[config.mk]
export PLATFORM = sky130hd
export DESIGN_NAME = tlb_xlate
export DESIGN_NICKNAME = d
export VERILOG_FILES = /design/src/rtl/tlb_pkg.sv /design/src/rtl/tlb_lfsr.sv /design/src/rtl/tlb_cam.sv /design/src/rtl/tlb_pick.sv /design/src/rtl/tlb_xlate.sv
export SDC_FILE = /design/constraint.sdc
export NUM_CORES = 1
export LEC_CHECK = 0
export BUFFER_PORTS_ARGS = -buffer_cell sky130_fd_sc_hd__clkbuf_2
export CAP_MARGIN = 20
export CORE_MARGIN = 8
export CORE_UTILIZATION = 65
export CTS_BUF_LIST = sky130_fd_sc_hd__clkbuf_4
export DETAILED_ROUTE_END_ITERATION = 8
export HOLD_SLACK_MARGIN = 0.02
export PLACE_DENSITY = 0.83
export SETUP_SLACK_MARGIN = 0.4
export SLEW_MARGIN = 20
export SYNTH_ARGS = -nofsm -noshare
export SYNTH_HDL_FRONTEND = slang
export SYNTH_SLANG_ARGS = --single-unit
[constraint.sdc]
create_clock -name clk -period 5.8 [get_ports clk]
set_clock_uncertainty 0.2 [all_clocks]
set_input_delay 0.29 -clock clk [delete_from_list [all_inputs] [get_ports clk]]
set_output_delay 0.29 -clock clk [all_outputs]
set_load 0.05 [all_outputs]
[src/rtl/tlb_pkg.sv]
package tlb_pkg;
    parameter int VPN_W  = 20;
    parameter int PFN_W  = 20;
    parameter int LFSR_W = 8;

    typedef struct packed {
        logic [VPN_W-1:0] vpn;
        logic [PFN_W-1:0] pfn;
        logic             rd;
        logic             wr;
    } tlb_entry_t;

    typedef struct packed {
        logic             hit;
        logic             fault;
        logic [PFN_W-1:0] pfn;
    } tlb_resp_t;

    // maximal-length 8-bit sequence, taps 8,6,5,4
    function automatic logic [LFSR_W-1:0] lfsr_step(input logic [LFSR_W-1:0] s);
        return {s[LFSR_W-2:0], s[7] ^ s[5] ^ s[4] ^ s[3]};
    endfunction
endpackage

[src/rtl/tlb_lfsr.sv]
module tlb_lfsr
    import tlb_pkg::*;
#(
    parameter int OUT_W = 4
) (
    input  logic             clk,
    input  logic             rst,
    output logic [OUT_W-1:0] rnd
);
    logic [LFSR_W-1:0] state_q;

    always_ff @(posedge clk) begin
        if (rst) state_q <= LFSR_W'(1);
        else     state_q <= lfsr_step(state_q);
    end

    assign rnd = state_q[OUT_W-1:0];
endmodule

[src/rtl/tlb_cam.sv]
module tlb_cam
    import tlb_pkg::*;
#(
    parameter int N = 16
) (
    input  tlb_entry_t [N-1:0] tab,
    input  logic [N-1:0]       vld,
    input  logic [VPN_W-1:0]   key,
    output logic [N-1:0]       match
);
    for (genvar gi = 0; gi < N; gi++) begin : g_cmp
        assign match[gi] = vld[gi] && (tab[gi].vpn == key);
    end
endmodule

[src/rtl/tlb_pick.sv]
module tlb_pick #(
    parameter int N     = 16,
    parameter int IDX_W = 4
) (
    input  logic [N-1:0]     vld,
    input  logic [N-1:0]     same,
    input  logic [IDX_W-1:0] rnd,
    output logic [IDX_W-1:0] idx
);
    logic [IDX_W-1:0] same_idx;
    logic [IDX_W-1:0] free_idx;

    always_comb begin
        same_idx = '0;
        free_idx = '0;
        for (int i = N - 1; i >= 0; i--) begin
            if (same[i]) same_idx = IDX_W'(i);
            if (!vld[i]) free_idx = IDX_W'(i);
        end
        if (|same)      idx = same_idx;
        else if (~&vld) idx = free_idx;
        else            idx = rnd;
    end
endmodule

[src/rtl/tlb_xlate.sv]
module tlb_xlate
    import tlb_pkg::*;
#(
    parameter int N = 16
) (
    input  logic             clk,
    input  logic             rst,
    input  logic             look_req,
    input  logic [VPN_W-1:0] look_vpn,
    input  logic             look_write,
    input  logic             fill_en,
    input  logic [VPN_W-1:0] fill_vpn,
    input  logic [PFN_W-1:0] fill_pfn,
    input  logic             fill_rd,
    input  logic             fill_wr,
    input  logic             inval_all,
    output logic             rsp_valid,
    output logic             rsp_hit,
    output logic             rsp_fault,
    output logic [PFN_W-1:0] rsp_pfn
);
    localparam int IDX_W = (N > 1) ? $clog2(N) : 1;

    tlb_entry_t [N-1:0] tab_q;
    logic [N-1:0]       vld_q;
    logic [N-1:0]       lk_match;
    logic [N-1:0]       fl_match;
    logic [IDX_W-1:0]   rnd;
    logic [IDX_W-1:0]   vic;
    tlb_entry_t         sel;
    logic               any;
    logic               allowed;
    tlb_resp_t          resp_d;
    tlb_resp_t          resp_q;
    logic               valid_q;

    tlb_cam #(.N(N)) u_look_cam (
        .tab(tab_q), .vld(vld_q), .key(look_vpn), .match(lk_match)
    );

    tlb_cam #(.N(N)) u_fill_cam (
        .tab(tab_q), .vld(vld_q), .key(fill_vpn), .match(fl_match)
    );

    tlb_lfsr #(.OUT_W(IDX_W)) u_lfsr (
        .clk(clk), .rst(rst), .rnd(rnd)
    );

    tlb_pick #(.N(N), .IDX_W(IDX_W)) u_pick (
        .vld(vld_q), .same(fl_match), .rnd(rnd), .idx(vic)
    );

    // read side: at most one slot matches
    always_comb begin
        sel = '0;
        for (int i = 0; i < N; i++) begin
            if (lk_match[i]) sel = tab_q[i];
        end
        any          = |lk_match;
        allowed      = look_write ? sel.wr : sel.rd;
        resp_d.hit   = any && allowed;
        resp_d.fault = any && !allowed;
        resp_d.pfn   = (any && allowed) ? sel.pfn : '0;
    end

    always_ff @(posedge clk) begin
        if (rst) begin
            valid_q <= 1'b0;
            resp_q  <= '0;
        end else begin
            valid_q <= look_req;
            resp_q  <= look_req ? resp_d : '0;
        end
    end

    // write side: flush wins over refill
    always_ff @(posedge clk) begin
        if (rst || inval_all) vld_q <= '0;
        else if (fill_en)     vld_q[vic] <= 1'b1;
    end

    always_ff @(posedge clk) begin
        if (!rst && !inval_all && fill_en) begin
            tab_q[vic] <= '{vpn: fill_vpn, pfn: fill_pfn, rd: fill_rd, wr: fill_wr};
        end
    end

    assign rsp_valid = valid_q;
    assign rsp_hit   = resp_q.hit;
    assign rsp_fault = resp_q.fault;
    assign rsp_pfn   = resp_q.pfn;
endmodule

Word-level counts from Yosys, hierarchy flattened
Cells that the tools add are included.

word-level totals
  ROM bits = 0
  register bits after elaboration = 719
  latch bits = 0
  output and inout port bits = 23
  input bits = 68
  memories = 0
  word-level logic and storage cells = 212
  memory bits (writable) = 0

cells by class
  order comparisons = 2
  multipliers = 0
  shift-type cells = 0
  div/mod/pow operators = 0
  reductions and logical operators = 46
  multiplexer cells = 56
  equality and inequality tests = 32
  bitwise operators = 6
  $add $sub $neg = 0

operator list
  cell                                                 count
  bitwise mux 672 bit                                  1
  == test 20 bit                                       32
  two-way mux 22 bit                                   16
  demux 42 bit (select 4 bit)                          1
  two-way mux 4 bit                                    34
  two-way mux 42 bit                                   1
  logical AND 1 bit                                    37
  OR reduction 16 bit                                  2
  OR 16 bit                                            1
  AND reduction 16 bit                                 1
  < comparator 4 x 5 -> 1 bit, second input constant   1
  demux 1 bit (select 4 bit)                           1
  >= comparator 4 x 1 -> 1 bit, second input constant  1
  logical NOT 1 bit                                    3
  OR reduction 3 bit                                   1
  bitwise XOR 1 bit                                    3
  two-way mux 1 bit                                    2
  NOT 1 bit                                            2
  OR reduction 2 bit                                   1
  logical OR 1 bit                                     1

Longest topological paths before layout
  depth after elaboration = 24
  depth in mapped cells = 14
  gate-level depth less buffers = 9

By module
Synthesis repeated with hierarchy kept, for this count alone.

unflattened totals
  cell total of the unflattened synthesis = 2211
  area total of the unflattened synthesis = 32195.9 um2

modules (own cells, without submodules)
  module     seq. area each (um2)  times used  cells each  area an instance (um2)
  tlb_xlate  20960.1               1           1182        23884.2
  tlb_cam    0.0                   2           472         3836.2
  tlb_pick   0.0                   1           62          372.9
  tlb_lfsr   160.2                 1           23          266.5

Worst setup path before layout
OpenSTA, ideal clock, no wires.

  path type = flip-flop to flip-flop
  start = reg, netlist name tab_q[616]
  end = reg tab_q[420] (netlist name) (enable)
  data required time = 5158 ps
  cell stages (with the launch flop) = 9
  slack = 969 ps
  period minus slack after synthesis = 4831 ps
  library setup time = 442 ps
  data arrival time = 4190 ps
  cells stage by stage = edfxtp_1 xor2_1 or4_1 or4_1 a221oi_2 o221ai_2 a21boi_4 a211o_4 nor2_1

RTL lines
  element                        line             source
  end signal, assigned by index  tlb_xlate.sv:84  tab_q[vic] <= '{vpn: fill_vpn, pfn: fill_pfn, rd: fill_rd, wr: fill_wr};
  end, declared                  tlb_xlate.sv:24  tlb_entry_t [N-1:0] tab_q;

==> metrics.txt <==
M3 GR Usage 0.0866; commonest cells after routing, fill and taps aside edfxtp_1, xnor2_1, xor2_1; DR pass1 iterations 8; vias in the first global route 25200; post-synth top area share 0.586; Total Neg Setup Slack 0 ps; postcts setup bufs 0; via count 25000; Post-Syn Area 34500 um^2; PostCTS Resize Cnt 0; crit path time final 4440 ps; sequential cell area fraction in the yosys report 0.613; P_leak 12.6 nW; Max Freq 225 MHz; Setup-failing EPs final 0; Min Hold Slack 50.8 ps; CTS buffer count 179; die width 246 um; GR Util met1 0.465; Sink Count 719; fin. max-slew vios 0; Tot GR Track Use 0.363; peak supply drop 258 uV; Die Y 246 um; Yosys reg bits 719; maxcap violations 0; met2 usage in global routing 0.561; Final #Nets 2937; CTS tree built; Hold Fails Final Rpt 0; Clock Path Buffers 3; Worst Hold Class in2reg; clock-pin slew on the worst setup and hold paths 70 ps; DRT iter0 DRCs 3090; first-pass GRT wire length 161 mm; crit path DAT 4950 ps; outcome finished, final reports clean; syn_area_per_cell 13.4 um^2; Post-DRT Antenna Nets 0; number of unique standard cell types used by synthesis 85; Post-DP HPWL 68.4 mm; Vias per Instance 6.74; slew margin rel. 0.221; share of layout cells above drive strength 1 0.187; full die area 60600 um^2; worst slew pin tran 1170 ps; drt total wl 111 mm; Top Ports 91; Initial Utilization 0.657; antenna violations before repair 2; H-tree Lvls 4; EDFF count, synth 672; Startpoint Class primary input; Clk Latency, worst-skew pair 1110 ps; Mapped Cells 2581; wire per inst 29.9 um; CTS root buf clkbuf_4; Mapped Nets 2649; global route hottest layer met2; port buffer count 90; Primary FF master, synth edfxtp_1; PwrDens 277 nW/um^2; synth-to-layout area growth 12.5%; Async SR Flop Fraction 0; Crit Path Class in2reg; cell taking the most area after synthesis edfxtp_1; Worst Path Required 6320 ps; RSZ-0062 raised after global routing no; top cells by area, synth edfxtp_1, xnor2_1, xor2_1; Synthesis Warnings 0; largest net degree at the start of global routing 43; routability cong. 0.962; Final period util 0.765; commonest non-fill, non-tap cell in the layout edfxtp_1; core area 52400 um^2; row count 84; total grt overflow 0; Remaining DRCs 0; Max FO, Critical Path 42; CP Capture Type flop
routing by layer:
layer	wire length (um)	vias up
met5	0	-
met4	7170	0
met3	13400	480
met2	50600	2045
met1	40000	12100
li1	-	10400
report_power, final:
group	switching, W	total (W)	leakage, nW	internal, W
registers	0.00000917	0.00569	6.43	0.00568
logic	0.000461	0.000686	4.76	0.000225
clock network	0.00216	0.00438	1.39	0.00222
kinds of logic after synthesis:
family,count (synthesis),synth area share
simple gates,684,0.114
compound gates,339,0.0729
flops,719,0.613
xor+xnor,643,0.163
buf+inv,193,0.0362
mux,3,0.000872
worst paths after layout:
kind                                       end  depth (start not counted)  slack, ps                    startpoint
setup / recovery          tab_q[516]$_DFFE_PP_                         13       1360                  fill_vpn[10]
hold / removal             tab_q[93]$_DFFE_PP_                          2         50                   fill_pfn[7]
setup reg to reg        rsp_pfn[15]$_SDFF_PP0_                         10       1480          tab_q[583]$_DFFE_PP_
hold reg to reg   u_lfsr.state_q[3]$_SDFF_PP0_                          1        260  u_lfsr.state_q[2]$_SDFF_PP0_
registers in the layout (all words and copies together) (netlist names):
| signal | flops |
|---|---|
| vld_q | 16 |
| rsp_pfn | 20 |
| rsp_fault | 1 |
| tab_q | 672 |
| rsp_valid | 1 |
| u_lfsr.state_q | 8 |
| rsp_hit | 1 |
synth_stat cells (42+ instances only):
master	count
edfxtp_1	672
xnor2_1	368
xor2_1	275
nand3_1	152
nand4_1	142
nand2_1	107
nor4_1	91
o21ai_0	64
o211ai_1	59
buf_6	55
dfxtp_1	47
clkbuf_1	46
a21oi_1	42
through the flow:
| stage | total power (W) | cell area (um^2) | util | cells | worst slack [ps] |
|---|---|---|---|---|---|
| 2_1_floorplan | 0.00617 | 34500 | - | 2581 | 969 |
| 3_3_place_gp | 0.00641 | 35700 | 0.680 | 3303 | 1060 |
| 3_5_place_dp | 0.00642 | 35700 | 0.680 | 3303 | 864 |
| 4_1_cts | 0.0107 | 38700 | 0.739 | 3701 | 1450 |
| 5_1_grt | 0.0111 | 38800 | 0.739 | 3709 | 1330 |
| 6_report | 0.0108 | 38800 | 0.739 | 3716 | 1360 |
repair_timing:
| item | in CTS | in global routing |
|---|---|---|
| hold endpoints to repair | 761 | 0 |
| hold buffers | 73 | 0 |
| endpoints found under the setup margin | 0 | 0 |
critical path: stages:
cell           delay, ps
dlygate4sd3_1        520
clkbuf_2             720
buf_4                440
xnor2_1              210
nand4_1              130
nor4_1               390
nand4_1              280
and4_1               260
and4_1               230
nand2_1              120
nand3_1              490
nor2_4               250
buf_4                550
cell type report:
cell class,count,area [um^2]
diodes,15,37.5
clock inverters,57,319
inverters,39,146
well taps,688,861
multi-input cells,1669,12300
repair buffers,261,2030
flip-flops and latches,719,21100
clock buffers,268,2010
fillers,3402,13700
Power figures use the tool's default switching activity.
